File: config.mk
export PLATFORM = sky130hd
export DESIGN_NAME = cic_ident_chain
export DESIGN_NICKNAME = d
export VERILOG_FILES = /design/src/rtl/cic_pkg.sv /design/src/rtl/cic_strap_sync.sv /design/src/rtl/cic_chain_reg.sv /design/src/rtl/cic_bclk_gen.sv /design/src/rtl/cic_ident_chain.sv
export SDC_FILE = /design/constraint.sdc
export NUM_CORES = 1
export LEC_CHECK = 0
export ABC_AREA = 0
export BUFFER_PORTS_ARGS = -buffer_cell sky130_fd_sc_hd__buf_2
export CORE_UTILIZATION = 35
export DETAILED_ROUTE_END_ITERATION = 6
export GPL_ROUTABILITY_DRIVEN = 0
export PLACE_DENSITY = 0.81
export SLEW_MARGIN = 20
export SYNTH_ARGS = -nofsm -noshare
export SYNTH_HDL_FRONTEND = slang
export SYNTH_SLANG_ARGS = --single-unit
File: constraint.sdc
create_clock -name clk -period 2 [get_ports clk]
set_input_delay 0.2 -clock clk [delete_from_list [all_inputs] [get_ports clk]]
set_output_delay 0.2 -clock clk [all_outputs]
set_load 0.05 [all_outputs]
File: src/rtl/cic_pkg.sv
`timescale 1ns/1ps
package cic_pkg;
   // role decoded from the synchronized identity
   typedef enum logic {
      ROLE_PRIMARY   = 1'b0,
      ROLE_SECONDARY = 1'b1
   } cic_role_e;

   localparam int CIC_IDX_W    = 7;
   localparam int CIC_DATA_W   = 16;
   localparam int CIC_ID_W     = 2;
   localparam int CIC_ID_LSB   = 14;
   localparam logic [CIC_IDX_W-1:0] CIC_ID_IDX    = 7'h28;
   localparam logic [CIC_IDX_W-1:0] CIC_CHAIN_IDX = 7'h74;
endpackage

File: src/rtl/cic_strap_sync.sv
`timescale 1ns/1ps
module cic_strap_sync #(
   parameter int ID_W   = 2,
   parameter int STAGES = 2
) (
   input  logic            clk,
   input  logic            rst_n,
   input  logic [ID_W-1:0] strap_n_i,
   output logic [ID_W-1:0] ident_o
);
   localparam int CNT_W = 2;

   if (STAGES < 2) begin : g_bad_stages
      $error("cic_strap_sync: STAGES must be at least 2");
   end

   logic [STAGES-1:0][ID_W-1:0] stage_q;

   // idle straps (pulled high) decode to identity zero
   always_ff @(posedge clk or negedge rst_n) begin
      if (!rst_n) stage_q <= '1;
      else        stage_q <= {stage_q[STAGES-2:0], strap_n_i};
   end

   assign ident_o = ~stage_q[STAGES-1];

   if (STAGES == 2) begin : g_chk_two
      logic [CNT_W-1:0] up_cnt_q;
      always_ff @(posedge clk or negedge rst_n) begin
         if (!rst_n)              up_cnt_q <= '0;
         else if (up_cnt_q != '1) up_cnt_q <= up_cnt_q + 1'b1;
      end
      assert_sync_delay_R1: assert property (@(posedge clk) disable iff (!rst_n)
         (up_cnt_q == '1) |-> (ident_o == ~$past(strap_n_i, 2)));
   end
endmodule

File: src/rtl/cic_chain_reg.sv
`timescale 1ns/1ps
module cic_chain_reg #(
   parameter int IDX_W  = 7,
   parameter int DATA_W = 16,
   parameter int ID_W   = 2,
   parameter int ID_LSB = 14,
   parameter logic [IDX_W-1:0] ID_IDX    = 7'h28,
   parameter logic [IDX_W-1:0] CHAIN_IDX = 7'h74
) (
   input  logic              clk,
   input  logic              rst_n,
   input  logic              wr_en_i,
   input  logic [IDX_W-1:0]  idx_i,
   input  logic [ID_W-1:0]   wdata_i,
   input  logic [ID_W-1:0]   ident_i,
   output logic [DATA_W-1:0] rdata_o,
   output logic [ID_W-1:0]   chain_o
);
   logic            follow_q;
   logic [ID_W-1:0] chain_q;
   logic            seen_q;
   logic            chain_hit;

   assign chain_hit = wr_en_i && (idx_i == CHAIN_IDX);

   always_ff @(posedge clk or negedge rst_n) begin
      if (!rst_n) begin
         follow_q <= 1'b1;
         chain_q  <= '0;
         seen_q   <= 1'b0;
      end else begin
         seen_q <= 1'b1;
         if (chain_hit) begin
            follow_q <= 1'b0;
            chain_q  <= wdata_i;
         end
      end
   end

   // until software writes the field, it mirrors the identity
   assign chain_o = follow_q ? ident_i : chain_q;

   always_comb begin
      rdata_o = '0;
      if (idx_i == ID_IDX)         rdata_o[ID_LSB +: ID_W] = ident_i;
      else if (idx_i == CHAIN_IDX) rdata_o[ID_W-1:0]       = chain_o;
   end

   assert_chain_store_R4: assert property (@(posedge clk) disable iff (!rst_n)
      (seen_q && $past(chain_hit)) |-> (!follow_q && chain_q == $past(wdata_i)));

   assert_ro_ident_R7: assert property (@(posedge clk) disable iff (!rst_n)
      (seen_q && $past(wr_en_i && idx_i == ID_IDX)) |->
      (chain_q == $past(chain_q) && follow_q == $past(follow_q)));
endmodule

File: src/rtl/cic_bclk_gen.sv
`timescale 1ns/1ps
module cic_bclk_gen
   import cic_pkg::*;
(
   input  logic      clk,
   input  logic      rst_n,
   input  cic_role_e role_i,
   output logic      bclk_o,
   output logic      bclk_oe_o
);
   logic bclk_q;
   logic seen_q;

   always_ff @(posedge clk or negedge rst_n) begin
      if (!rst_n) begin
         bclk_q <= 1'b0;
         seen_q <= 1'b0;
      end else begin
         seen_q <= 1'b1;
         bclk_q <= (role_i == ROLE_PRIMARY) ? ~bclk_q : 1'b0;
      end
   end

   assign bclk_o    = bclk_q;
   assign bclk_oe_o = (role_i == ROLE_PRIMARY);

   assert_bclk_toggle_R8: assert property (@(posedge clk) disable iff (!rst_n)
      (seen_q && $past(role_i) == ROLE_PRIMARY) |-> (bclk_q != $past(bclk_q)));

   assert_bclk_parked_R8: assert property (@(posedge clk) disable iff (!rst_n)
      (seen_q && $past(role_i) == ROLE_SECONDARY) |-> !bclk_q);
endmodule

File: src/rtl/cic_ident_chain.sv
`timescale 1ns/1ps
module cic_ident_chain
   import cic_pkg::*;
#(
   parameter int IDX_W       = CIC_IDX_W,
   parameter int DATA_W      = CIC_DATA_W,
   parameter int ID_W        = CIC_ID_W,
   parameter int ID_LSB      = CIC_ID_LSB,
   parameter int SYNC_STAGES = 2,
   parameter logic [IDX_W-1:0] ID_IDX    = CIC_ID_IDX,
   parameter logic [IDX_W-1:0] CHAIN_IDX = CIC_CHAIN_IDX
) (
   input  logic              clk,
   input  logic              rst_n,
   input  logic [ID_W-1:0]   strap_n,
   input  logic              reg_wr,
   input  logic [IDX_W-1:0]  reg_idx,
   input  logic [DATA_W-1:0] reg_wdata,
   output logic [DATA_W-1:0] reg_rdata,
   input  logic              own_sdata,
   input  logic              chain_in,
   output logic              sdata_out,
   output logic              is_primary,
   output logic              bclk,
   output logic              bclk_oe
);
   localparam int ID_MSB = ID_LSB + ID_W - 1;

   if (ID_MSB >= DATA_W) begin : g_bad_field
      $error("cic_ident_chain: identity field exceeds data width");
   end
   if (ID_IDX == CHAIN_IDX) begin : g_bad_idx
      $error("cic_ident_chain: register indices collide");
   end
   if (ID_W >= DATA_W) begin : g_bad_idw
      $error("cic_ident_chain: chain field wider than data");
   end

   logic [ID_W-1:0] ident;
   logic [ID_W-1:0] chain;
   logic            pass_thru;
   cic_role_e       role;
   logic            unused_wdata;

   assign unused_wdata = ^reg_wdata[DATA_W-1:ID_W];

   cic_strap_sync #(.ID_W(ID_W), .STAGES(SYNC_STAGES)) u_sync (
      .clk       (clk),
      .rst_n     (rst_n),
      .strap_n_i (strap_n),
      .ident_o   (ident)
   );

   cic_chain_reg #(
      .IDX_W(IDX_W), .DATA_W(DATA_W), .ID_W(ID_W), .ID_LSB(ID_LSB),
      .ID_IDX(ID_IDX), .CHAIN_IDX(CHAIN_IDX)
   ) u_regs (
      .clk     (clk),
      .rst_n   (rst_n),
      .wr_en_i (reg_wr),
      .idx_i   (reg_idx),
      .wdata_i (reg_wdata[ID_W-1:0]),
      .ident_i (ident),
      .rdata_o (reg_rdata),
      .chain_o (chain)
   );

   assign role       = (ident == '0) ? ROLE_PRIMARY : ROLE_SECONDARY;
   assign is_primary = (role == ROLE_PRIMARY);

   cic_bclk_gen u_bclk (
      .clk       (clk),
      .rst_n     (rst_n),
      .role_i    (role),
      .bclk_o    (bclk),
      .bclk_oe_o (bclk_oe)
   );

   // a mismatch between field and identity selects the chain pin
   assign pass_thru = (chain != ident);
   assign sdata_out = pass_thru ? chain_in : own_sdata;

   assert_oe_role_R2: assert property (@(posedge clk) disable iff (!rst_n)
      bclk_oe == (reg_idx == ID_IDX ? (reg_rdata[ID_MSB:ID_LSB] == '0) : bclk_oe));
endmodule

# --- Yosys cells after proc, flatten, opt, wreduce, memory -nomap -nowiden ---
# Index checks and enable logic that the tools add are counted.
classes:
  n_eq_ne: 3
  bitwise: 2
  n_reduce_logical: 2
  n_mux: 6
ops:
  columns: ["op", "count"]
  rows:
  - ["$mux 2", 4]
  - ["$eq 7x6->1 const B", 1]
  - ["$eq 7x7->1 const B", 1]
  - ["$logic_not 2->1", 1]
  - ["$mux 1", 2]
  - ["$ne 2x2->1", 1]
  - ["$not 2->2", 1]
  - ["$logic_and 1x1->1", 1]
  - ["$not 1->1", 1]
totals:
  word_cells: 18
  out_inout_bits: 20
  input_bits: 30
  regBits: 8

# --- Logic depth before layout (Yosys ltp) ---
depth:
  ltp_word: 4
  ltp_mapped: 3
  mapped_depth_nobuf: 3

# --- By module ---
# From an unflattened synthesis, not the netlist that was laid out.
unflattened:
  hier_cells: 46
  hier_area_um2: 484.2
modules_own_cells:
  columns: ["module", "cells_per_inst", "instances", "seq_area_each_um2", "area_each_um2"]
  rows:
  - ["cic_chain_reg", 31, 1, 76.3, 296.5]
  - ["cic_strap_sync", 6, 1, 105.1, 112.6]
  - ["cic_ident_chain", 6, 1, 0.0, 42.5]
  - ["cic_bclk_gen", 3, 1, 25.0, 32.5]

# --- Worst setup path after synthesis ---
# No wires, ideal clock.
synth_path:
  kind: "register -> output"
  startpoint: "reg u_sync.stage_q[2] (netlist bit)"
  endpoint: "out is_primary"
  arrival_ns: 1.608
  required_ns: 1.800
  stages_incl_launch_ff: 4
  slack_ns: 0.192
  path_buffers: 1
  cell_sequence: "dfstp_2 inv_1 nor2_1 buf_4"
synth_between:
  elab_chain_len: 2
synth_rtl:
  columns: ["element", "line_no", "source"]
  rows:
  - ["from (decl)", "cic_strap_sync.sv:17", "logic [STAGES-1:0][ID_W-1:0] stage_q;"]
  - ["from (signal assigned)", "cic_strap_sync.sv:22", "else stage_q <= {stage_q[STAGES-2:0], strap_n_i};"]
  - ["$not 2->2", "cic_strap_sync.sv:25", "assign ident_o = ~stage_q[STAGES-1];"]
  - ["$logic_not 2->1", "cic_ident_chain.sv:68", "assign role = (ident == '0) ? ROLE_PRIMARY : ROLE_SECONDARY;"]
  - ["to (decl)", "cic_ident_chain.sv:23", "output logic is_primary,"]
# Every way passes these cells.

# --- Final worst setup path ---
layout_path:
  startpoint: "reg u_sync.stage_q[3] (netlist bit)"
  endpoint: "out sdata_out"
layout_between:
  elab_chain_len: 4
layout_rtl:
  columns: ["element", "line_no", "source"]
  rows:
  - ["$not 2->2 *", "cic_strap_sync.sv:25", null]
  - ["$mux 2", "cic_chain_reg.sv:41", "assign chain_o = follow_q ? ident_i : chain_q;"]
  - ["$ne 2x2->1 *", "cic_ident_chain.sv:80", "assign pass_thru = (chain != ident);"]
  - ["$mux 1 *", "cic_ident_chain.sv:81", "assign sdata_out = pass_thru ? chain_in : own_sdata;"]
  - ["to (decl)", "cic_ident_chain.sv:22", "output logic sdata_out,"]
# Every way passes the cells marked *; elsewhere a longest branch is shown, timed or not.

==> flow_summary.toml <==
[pwr]
pwr_density_cell_mw_per_mm2 = 716
switching_share_pct = 34.5
p_int_uw = 276
p_leak_nw = 0.326
p_seq_share_pct = 42.9
power_frac_comb_pct = 26.7
ir_worst_vdd_uv = 327
p_clk_share_pct = 30.4
switchingPower_uw = 145

[cts]
postCtsSetupBuffers = 0
cts_buffers = 3
cts_num_sinks = 8
cts_root_buf = "clkbuf_4"
clk_pin_slew_worst_paths_ns = 0.06
cts_buffer_depth = 2
cts_max_level = 1
ctsResizeCount = 0
clkLatencyLatePin_ns = 0.25
cts_tree = "built"

[synth]
synth_area_per_cell_um2 = 10.6
synth_warnings = 0
synth_top_area_cell = "dfstp_2"
yosysUniqueCellTypes = 17
synthFlopType = "dfstp_2"
ys_ff_latch = 8
synth_edf_count = 0
synthCells = 45
synth_area_leaders = "dfstp_2 (28%), buf_4 (21%), dfrtp_1 (16%)"
synthArstFlopShare_pct = 100
yosys.area.top_type_share_pct = 27.6
seq_area_frac_synth_pct = 43.4
synthesis.area_um2 = 475

[global_route]
grt_max_degree = 9
grt_pass1_vias = 354
grt_util_all_layers_pct = 12.8
grt_pass1_wl_um = 1270
grt-ovfl-total = 0
antenna_found_initial = 0

[layout]
layout.nets = 102
antenna-diode-count = 0
final_cells = 85
most-common-layout-cells = "buf_2 (23), conb_1 (12), nor2_1 (5), dfstp_2 (5)"
fin_util_pct = 49.6
syn_to_final_growth_pct = 23.7
drive_above_1_share_pct = 47.9
final_common_cell = "buf_2"

[worst_setup_path]
worstPathMaxFanout = 3
ff2ff_setup_slack_ns = 1.10
end_kind = "output pin"
r2r-end = "u_bclk.bclk_o"
worstPathArrival_ns = 1.57
required_ns = 1.80
worstRegToRegCells = 2
worstReg2RegStart = "u_sync.stage_q[2]"
critPathKind = "flip-flop to output pin"
critPathLaunchType = "flip-flop"

[min_path]
hp-class = "input port to flip-flop"
whs_endpoint = "u_sync.stage_q[1]"
hold_start = "strap_n[1]"
worstHoldPathCells = 1

[place]
placedCellCount = 80
io_buffers = 23
post-dp-hpwl_um = 686

[floorplan]
dieArea_mm2 = 0.00151
die_x_um = 38.9
fp-row-count = 12
dieHeight_um = 38.9
core_area_mm2 = 0.00119
io_pins = 50
initial_core_util_pct = 40.1

[sta]
fmax_ghz = 0.565
finalCritPeriodShare_pct = 88.4
min_period_ns = 1.77
hold_ws_ns = 0.0529
finalSetupViolCount = 0
hold_violations = 0
slew_viol_final = 0
tns_ns = 0
skew_ns = 0.00828
rsz0062_at_grt = "no"

[routing]
finalWirelength_um = 798
via_count = 359
first_pass_iters = 4
wl_per_cell_um = 9.39
avgViaCountPerCell = 4.22
first_iter_violations = 5
ant_nets = 0
drcViolationCount = 0

[flow_run]
max_cap_viol_count = 0

[run_status]
status = "finished, final reports clean"
[worst max-delay path by stage]
stage | start | end | slack, ns | depth (start not counted)
after floorplan | u_sync.stage_q[2] | is_primary | 0.19 | 3
final | u_sync.stage_q[3] | sdata_out | 0.23 | 4
after detailed placement | u_sync.stage_q[3] | sdata_out | 0.50 | 4
after global routing | u_sync.stage_q[3] | sdata_out | 0.16 | 4
after CTS | u_sync.stage_q[3] | sdata_out | 0.21 | 4
after global placement | u_sync.stage_q[3] | sdata_out | 0.51 | 4
[what timing repair did]
| item | 4_1_cts | 5_1_grt |
|---|---|---|
| hold endpoints to repair | 8 | 0 |
| hold buffers | 1 | 0 |
| setup endpoints to repair | 0 | 0 |
[power groups by stage]
stage | Clock, mW | Combinational (mW) | Sequential [mW]
4_1_cts | 0.137 | 0.113 | 0.180
3_3_place_gp | 0 | 0.109 | 0.182
3_5_place_dp | 0 | 0.111 | 0.183
6_report | 0.128 | 0.112 | 0.181
5_1_grt | 0.141 | 0.121 | 0.182
2_1_floorplan | 0 | 0.103 | 0.185
[synth_stat cells (2+ instances only)]
master,count
mux2i_1,2
inv_1,2
xor2_1,2
nand3_1,2
nor2_1,5
buf_4,13
dfstp_2,5
mux2_1,3
dfrtp_1,3
[logic make-up after synthesis]
group           after synthesis  share of synthesized area (%)
mux                           5                           11.3
simple gates                 13                           17.6
flops                         8                           43.4
compound gates                1                           1.05
buf+inv                      15                           22.1
other cells                   1                          0.789
xor+xnor                      2                           3.68
[worst max-delay path, stage by stage, from the launching register on]
cell	delay, ns
dfstp_2	0.54
xor2_1	0.07
a21oi_1	0.17
mux2_1	0.33
buf_2	0.21
[metal layers]
metal / GRT usage, % / up-vias / wire length (µm) / share of wire [%]
met5: 0 / - / 0 / 0
met3: 1.73 / 0 / 69 / 8.6
met1: 10.6 / 160 / 272 / 34
li1: - / 175 / - / -
met2: 26.7 / 24 / 456 / 57
met4: 7.76 / 0 / 0 / 0
[layout make-up]
class | instances | area [µm²]
well taps | 14 | 17.5
flip-flops and latches | 8 | 206
clock buffers | 4 | 26.3
inverters | 2 | 7.51
multi-input cells | 33 | 205
repair buffers | 24 | 125
fillers | 117 | 598
[through the flow]
step	instance area [µm²]	total power, mW	setup WS, ns
floorplan	517	0.288	0.192
global placement	552	0.291	0.507
detailed placement	552	0.294	0.501
CTS	588	0.430	0.209
global route	588	0.444	0.161
finish	588	0.421	0.231
[sequential cells by signal (all words and copies together) (netlist names)]
signal and cells:
u_sync.stage_q 4, u_regs.follow_q 1, u_bclk.bclk_o 1, u_regs.chain_q 2
(Power assumes the default switching activity.)
